--- config.mk ---
export PLATFORM = sky130hd
export DESIGN_NAME = dreq_serializer
export DESIGN_NICKNAME = d
export VERILOG_FILES = /design/src/rtl/dsr_pkg.sv /design/src/rtl/dsr_pend_sync.sv /design/src/rtl/dsr_gnt_track.sv /design/src/rtl/dsr_req_ser.sv /design/src/rtl/dreq_serializer.sv
export SDC_FILE = /design/constraint.sdc
export NUM_CORES = 1
export LEC_CHECK = 0
export BUFFER_PORTS_ARGS = -buffer_cell sky130_fd_sc_hd__buf_2
export CORE_MARGIN = 10
export CORE_UTILIZATION = 45
export CTS_BUF_LIST = sky130_fd_sc_hd__clkbuf_8
export CTS_CLUSTER_SIZE = 25
export DETAILED_ROUTE_END_ITERATION = 6
export SYNTH_ARGS = -nofsm -noshare
export SYNTH_HDL_FRONTEND = slang
export SYNTH_SLANG_ARGS = --single-unit
--- constraint.sdc ---
create_clock -name clk_i -period 2.2 [get_ports clk_i]
set_input_delay 0 -clock clk_i [delete_from_list [all_inputs] [get_ports clk_i]]
set_output_delay 0 -clock clk_i [all_outputs]
set_load 0.005 [all_outputs]
--- src/rtl/dsr_pkg.sv ---
`timescale 1ns/1ps
package dsr_pkg;
  typedef enum logic [2:0] {
    R_IDLE  = 3'd0,
    R_GAP   = 3'd1,
    R_START = 3'd2,
    R_BITS  = 3'd3,
    R_SENT  = 3'd4
  } req_state_e;

  typedef enum logic [1:0] {
    G_IDLE = 2'd0,
    G_BITS = 2'd1,
    G_HELD = 2'd2
  } gnt_state_e;
endpackage

--- src/rtl/dsr_pend_sync.sv ---
`timescale 1ns/1ps
module dsr_pend_sync #(
  parameter int NUM_CH = 8
) (
  input  logic              clk_i,
  input  logic              rst_ni,
  input  logic [NUM_CH-1:0] dreq_i,
  output logic [NUM_CH-1:0] pend_o
);
  always_ff @(posedge clk_i or negedge rst_ni) begin
    if (!rst_ni) pend_o <= '0;
    else         pend_o <= dreq_i;
  end
endmodule

--- src/rtl/dsr_gnt_track.sv ---
`timescale 1ns/1ps
module dsr_gnt_track
  import dsr_pkg::*;
#(
  parameter int NUM_CH = 8,
  parameter int CH_W   = $clog2(NUM_CH)
) (
  input  logic              clk_i,
  input  logic              rst_ni,
  input  logic              gnt_ni,
  input  logic [NUM_CH-1:0] pend_i,
  output logic [NUM_CH-1:0] dack_o,
  output logic              busy_o,
  output logic              done_evt_o,
  output logic              done_o
);
  gnt_state_e       st_q, st_d;
  logic [CH_W-1:0]  ch_q, ch_d;
  logic [CH_W-1:0]  cnt_q, cnt_d;
  logic             held;

  assign held       = (st_q == G_HELD);
  assign busy_o     = (st_q != G_IDLE);
  assign done_evt_o = held && !pend_i[ch_q];

  always_comb begin
    st_d  = st_q;
    ch_d  = ch_q;
    cnt_d = cnt_q;
    unique case (st_q)
      G_IDLE: if (!gnt_ni) begin
        st_d  = G_BITS;
        cnt_d = '0;
      end
      G_BITS: begin
        ch_d[cnt_q] = gnt_ni;
        if (cnt_q == CH_W'(CH_W - 1)) st_d = G_HELD;
        else                          cnt_d = cnt_q + 1'b1;
      end
      G_HELD: if (done_evt_o) st_d = G_IDLE;
      default: st_d = G_IDLE;
    endcase
  end

  always_ff @(posedge clk_i or negedge rst_ni) begin
    if (!rst_ni) begin
      st_q   <= G_IDLE;
      ch_q   <= '0;
      cnt_q  <= '0;
      done_o <= 1'b0;
    end else begin
      st_q   <= st_d;
      ch_q   <= ch_d;
      cnt_q  <= cnt_d;
      done_o <= done_evt_o;
    end
  end

  for (genvar g = 0; g < NUM_CH; g++) begin : g_dack
    assign dack_o[g] = held && (ch_q == CH_W'(g));
  end
endmodule

--- src/rtl/dsr_req_ser.sv ---
`timescale 1ns/1ps
module dsr_req_ser
  import dsr_pkg::*;
#(
  parameter int NUM_CH    = 8,
  parameter int SHORT_GAP = 1,
  parameter int LONG_GAP  = 2,
  parameter int CNT_W     = $clog2(NUM_CH),
  parameter int GAP_W     = $clog2(LONG_GAP + 1)
) (
  input  logic              clk_i,
  input  logic              rst_ni,
  input  logic [NUM_CH-1:0] pend_i,
  input  logic              busy_i,
  input  logic              done_evt_i,
  output logic              req_no,
  output req_state_e        state_o,
  output logic [NUM_CH-1:0] frame_o,
  output logic              long_o
);
  req_state_e        st_q, st_d;
  logic [CNT_W-1:0]  cnt_q, cnt_d;
  logic [GAP_W-1:0]  gap_q, gap_d;
  logic [NUM_CH-1:0] frame_q, frame_d;
  logic [NUM_CH-1:0] sent_q, sent_d;
  logic              long_q, long_d;
  logic              any_pend, want_long;

  assign any_pend  = |pend_i;
  assign want_long = done_evt_i || long_q;

  always_comb begin
    st_d    = st_q;
    cnt_d   = cnt_q;
    gap_d   = gap_q;
    frame_d = frame_q;
    sent_d  = sent_q;
    long_d  = want_long;
    unique case (st_q)
      R_IDLE: begin
        if (want_long) begin
          long_d = 1'b0;
          if (any_pend) begin
            st_d  = R_GAP;
            gap_d = GAP_W'(LONG_GAP - 1);
          end
        end else if (any_pend) begin
          st_d    = R_START;
          frame_d = pend_i;
        end
      end
      R_SENT: begin
        if (want_long) begin
          long_d = 1'b0;
          st_d   = R_GAP;
          gap_d  = GAP_W'(LONG_GAP - 1);
        end else if (!busy_i && (pend_i != sent_q)) begin
          st_d  = R_GAP;
          gap_d = GAP_W'(SHORT_GAP - 1);
        end
      end
      R_GAP: begin
        if (gap_q == '0) begin
          if (any_pend) begin
            st_d    = R_START;
            frame_d = pend_i;
          end else begin
            st_d   = R_IDLE;
            sent_d = '0;
          end
        end else begin
          gap_d = gap_q - 1'b1;
        end
      end
      R_START: begin
        st_d  = R_BITS;
        cnt_d = '0;
      end
      R_BITS: begin
        if (cnt_q == CNT_W'(NUM_CH - 1)) begin
          st_d   = R_SENT;
          sent_d = frame_q;
        end else begin
          cnt_d = cnt_q + 1'b1;
        end
      end
      default: st_d = R_IDLE;
    endcase
  end

  always_ff @(posedge clk_i or negedge rst_ni) begin
    if (!rst_ni) begin
      st_q    <= R_IDLE;
      cnt_q   <= '0;
      gap_q   <= '0;
      frame_q <= '0;
      sent_q  <= '0;
      long_q  <= 1'b0;
    end else begin
      st_q    <= st_d;
      cnt_q   <= cnt_d;
      gap_q   <= gap_d;
      frame_q <= frame_d;
      sent_q  <= sent_d;
      long_q  <= long_d;
    end
  end

  // low = start clock or a requesting channel bit
  assign req_no  = !((st_q == R_START) || ((st_q == R_BITS) && frame_q[cnt_q]));
  assign state_o = st_q;
  assign frame_o = frame_q;
  assign long_o  = long_q;
endmodule

--- src/rtl/dreq_serializer.sv ---
`timescale 1ns/1ps
module dreq_serializer
  import dsr_pkg::*;
#(
  parameter int NUM_CH    = 8,
  parameter int SHORT_GAP = 1,
  parameter int LONG_GAP  = 2
) (
  input  logic              clk_i,
  input  logic              rst_ni,
  input  logic [NUM_CH-1:0] dreq_i,
  input  logic              gnt_ni,
  output logic              req_no,
  output logic [NUM_CH-1:0] dack_o,
  output logic              xfer_done_o
);
  localparam int CH_W = $clog2(NUM_CH);

  logic [NUM_CH-1:0] pend;
  logic              gnt_busy;
  logic              done_evt;
  req_state_e        r_state;
  logic [NUM_CH-1:0] r_frame;
  logic              r_long;

  dsr_pend_sync #(.NUM_CH(NUM_CH)) u_pend (
    .clk_i  (clk_i),
    .rst_ni (rst_ni),
    .dreq_i (dreq_i),
    .pend_o (pend)
  );

  dsr_gnt_track #(.NUM_CH(NUM_CH), .CH_W(CH_W)) u_gnt (
    .clk_i      (clk_i),
    .rst_ni     (rst_ni),
    .gnt_ni     (gnt_ni),
    .pend_i     (pend),
    .dack_o     (dack_o),
    .busy_o     (gnt_busy),
    .done_evt_o (done_evt),
    .done_o     (xfer_done_o)
  );

  dsr_req_ser #(
    .NUM_CH    (NUM_CH),
    .SHORT_GAP (SHORT_GAP),
    .LONG_GAP  (LONG_GAP)
  ) u_req (
    .clk_i      (clk_i),
    .rst_ni     (rst_ni),
    .pend_i     (pend),
    .busy_i     (gnt_busy),
    .done_evt_i (done_evt),
    .req_no     (req_no),
    .state_o    (r_state),
    .frame_o    (r_frame),
    .long_o     (r_long)
  );
endmodule

==> flow_metrics.env <==
export IMPL_top_usage_layer="met2"
export IMPL_clock_path_buffers=2
export IMPL_synth_area_leaders="dfrtp_1 (49%), mux2_4 (6.3%), a22o_1 (4.9%)"
export IMPL_antenna_found_initial=0
export IMPL_overflow=0
export IMPL_setup_tns_ps=0
export IMPL_fp_dieW_um=89.04
export IMPL_hold_viol=0
export IMPL_fp_dieArea_sq_um=7927
export IMPL_syn_to_final_growth_pct=16.69
export IMPL_via_per_inst=5.599
export IMPL_cp_max_fo=8
export IMPL_grt_max_degree=43
export IMPL_final_min_clock_period_ps=2036
export IMPL_power_density_nw_per_um2=1267
export IMPL_wl_per_cell_um=16.33
export IMPL_place_gp_congestion=0.8423
export IMPL_slew_headroom_pct=37.29
export IMPL_p_leak_uw=0.001207
export IMPL_rsz0062_at_grt="false"
export IMPL_layout_commonest_cell="dfrtp_1"
export IMPL_syn_inst=188
export IMPL_ant_nets=0
export IMPL_placed_area_sq_um=2312
export IMPL_clkSinkCount=42
export IMPL_drive_above_1_share_pct=24.00
export IMPL_yosysTopAreaCellShare_pct=49.01
export IMPL_hpwlAfterDp_mm=3.317
export IMPL_status="completed"
export IMPL_portBuffers=20
export IMPL_tritoncts="yes"
export IMPL_cts_buffers_inserted=5
export IMPL_clock_latency_ps=300
export IMPL_grtUsageMet2_pct=19.68
export IMPL_ys_ff_latch=42
export IMPL_cp_data_arrival_time_ps=2220
export IMPL_peakVddDrop_mv=0.5674
export IMPL_antenna_diode_count=0
export IMPL_cts_htree_levels=2
export IMPL_yosysTopAreaCell="dfrtp_1"
export IMPL_fin_crit_sh_pct=92.55
export IMPL_vias=1562
export IMPL_finalMaxSlewViolations=0
export IMPL_drcViolationCount=0
export IMPL_seq_area_frac_synth_pct=49.01
export IMPL_fmax_mhz=491.2
export IMPL_tightest_slew_ps=940.7
export IMPL_routed_wl_mm=4.556
export IMPL_holdCritPathClass="in -> reg"
export IMPL_syn_avg_cell_area_sq_um=11.41
export IMPL_core_area_sq_um=4661
export IMPL_syn_nets=206
export IMPL_drv_cap=0
export IMPL_synth_warnings=0
export IMPL_ioPinCount=21
export IMPL_drt_iter0_drc=92
export IMPL_final_util_pct=53.69
export IMPL_final_cell_mix="dfrtp_1 (42), buf_2 (20), nand2_1 (16)"
export IMPL_nNetsFinal=242
export IMPL_std_cell_rows=25
export IMPL_final_area_sq_um=2502
export IMPL_grt_pass1_vias=1646
export IMPL_ys_types=34
export IMPL_critPathRequiredTime_ps=2390
export IMPL_setup_viol=0
export IMPL_worstSetupPathType="reg -> reg"
export IMPL_grt_met3_usage_pct=3.737
export IMPL_reg2reg_slack_ps=160
export IMPL_start_kind="register"
export IMPL_grt_use_total_pct=12.76
export IMPL_clk_pin_slew_ps=80
export IMPL_netlist_area_sq_um=2145
export IMPL_grt_use_met1_pct=16.43
export IMPL_postCtsSetupRepairBufs=0
export IMPL_die_h_um=89.04
export IMPL_dr_pass1_iters=4
export IMPL_skew_ps=6.555
export IMPL_grt_pass1_wl_mm=7.879
export IMPL_start_util_pct=46.01
export IMPL_cp_end_kind="register"
export IMPL_clock_root_buffer="clkbuf_8"
## cell usage after synthesis
| master | number |
|---|---|
| a22o_1 | 12 |
| nor2_1 | 15 |
| ha_1 | 7 |
| clkbuf_1 | 3 |
| mux2i_1 | 5 |
| a2111o_1 | 1 |
| a2bb2oi_1 | 1 |
| nor2b_1 | 4 |
| or2_2 | 1 |
| nor4_2 | 2 |
| dfrtp_1 | 42 |
| nor4_1 | 3 |
| a211oi_1 | 2 |
| o21ai_0 | 9 |
| xor2_1 | 8 |
| a211o_1 | 1 |
| o21a_1 | 2 |
| nand2_1 | 16 |
| buf_6 | 1 |
| nor3_1 | 5 |
| mux2_2 | 5 |
| a31o_2 | 2 |
| a21o_1 | 3 |
| a21oi_4 | 1 |
| a21oi_1 | 5 |
| a2111oi_2 | 1 |
| mux2_4 | 9 |
| nor4bb_1 | 1 |
| nand2b_1 | 4 |
| inv_1 | 8 |
| mux4_2 | 2 |
| o31ai_1 | 1 |
| a22oi_1 | 1 |
| nand3_1 | 5 |
## routing by layer
layer	wire length, um	share of wire [%]	vias to the layer above
met5	0	0	-
met4	92	2.0	0
met3	192	4.2	11
met2	2135	47	34
met1	2136	47	768
li1	-	-	749
## stage by stage
step / worst slack, ps / hold slack (ps) / std cells / power [uW]
floorplan: 277.0 / -295.6 / 188 / 2367
global placement: 211.0 / 109.7 / 261 / 2616
detailed placement: 168.0 / 109.4 / 261 / 2678
CTS: 161.5 / 328.4 / 279 / 3195
global route: 58.74 / 331.4 / 279 / 3443
finish: 164.0 / 337.6 / 279 / 3170
## what timing repair did
item | in CTS | in global routing
hold buffers | 10 | 0
endpoints found under the hold margin | 53 | 0
gates resized for setup | 0 | 0
## cell families (layout without fill, tap and decap cells)
| group | after synthesis | in the layout | share of synthesized area (%) |
|---|---|---|---|
| simple gates | 56 | 56 | 12.89 |
| compound gates | 42 | 42 | 14.94 |
| flops | 42 | 42 | 49.01 |
| mux | 21 | 21 | 13.36 |
| buf+inv | 12 | 49 | 2.450 |
| xor+xnor | 8 | 8 | 3.267 |
| fa+ha+maj | 7 | 7 | 4.084 |
## flip-flops by register name (all words and copies together), names as in the netlist, 2 cells and up
name and cells:
u_pend.pend_o 8, u_gnt.ch_q 3, u_gnt.st_q 2, u_req.gap_q 2, u_req.cnt_q 3, u_req.state_o 3, u_req.frame_o 8, u_req.sent_q 8
u_gnt.cnt_q 3
## critical path, stage by stage, from the launching register on
cell and delay [ps]:
dfrtp_1 510, mux2_4 330, a2bb2oi_1 140, a31o_2 290, a21oi_4 340, mux2_4 330
## path summary, 6_finish.rpt
path                                             start                           end  cells after the start
setup reg to reg             u_gnt.ch_q[1]$_DFFE_PN0P_  u_req.frame_o[5]$_DFFE_PN0P_                      5
hold / removal                               dreq_i[7]    u_pend.pend_o[7]$_DFF_PN0_                      2
max in group asynchronous                       rst_ni   u_req.sent_q[3]$_DFFE_PN0P_                      2
min in group asynchronous                       rst_ni    u_req.cnt_q[1]$_DFFE_PN0P_                      2
hold reg to reg            u_req.sent_q[6]$_DFFE_PN0P_   u_req.sent_q[6]$_DFFE_PN0P_                      1
setup / recovery             u_gnt.ch_q[1]$_DFFE_PN0P_  u_req.frame_o[5]$_DFFE_PN0P_                      5
## where the power goes
| group | total (uW) | switching [uW] | internal [uW] | leakage, uW |
|---|---|---|---|---|
| clock network | 497 | 274 | 223 | 0.0000441 |
| registers | 1410 | 348 | 1060 | 0.000509 |
| logic | 1270 | 542 | 726 | 0.000654 |
## cell type report
cell class                 instances  area (sq um)
fill                             408          2158
sequential                        42          1051
multi-input combinational        134          1041
timing repair buffer              33         222.7
clock buffer                       5         68.82
tap                               54         67.56
inverter                           8         30.03
clock inverter                     3         21.27
(Power assumes the default switching activity.)
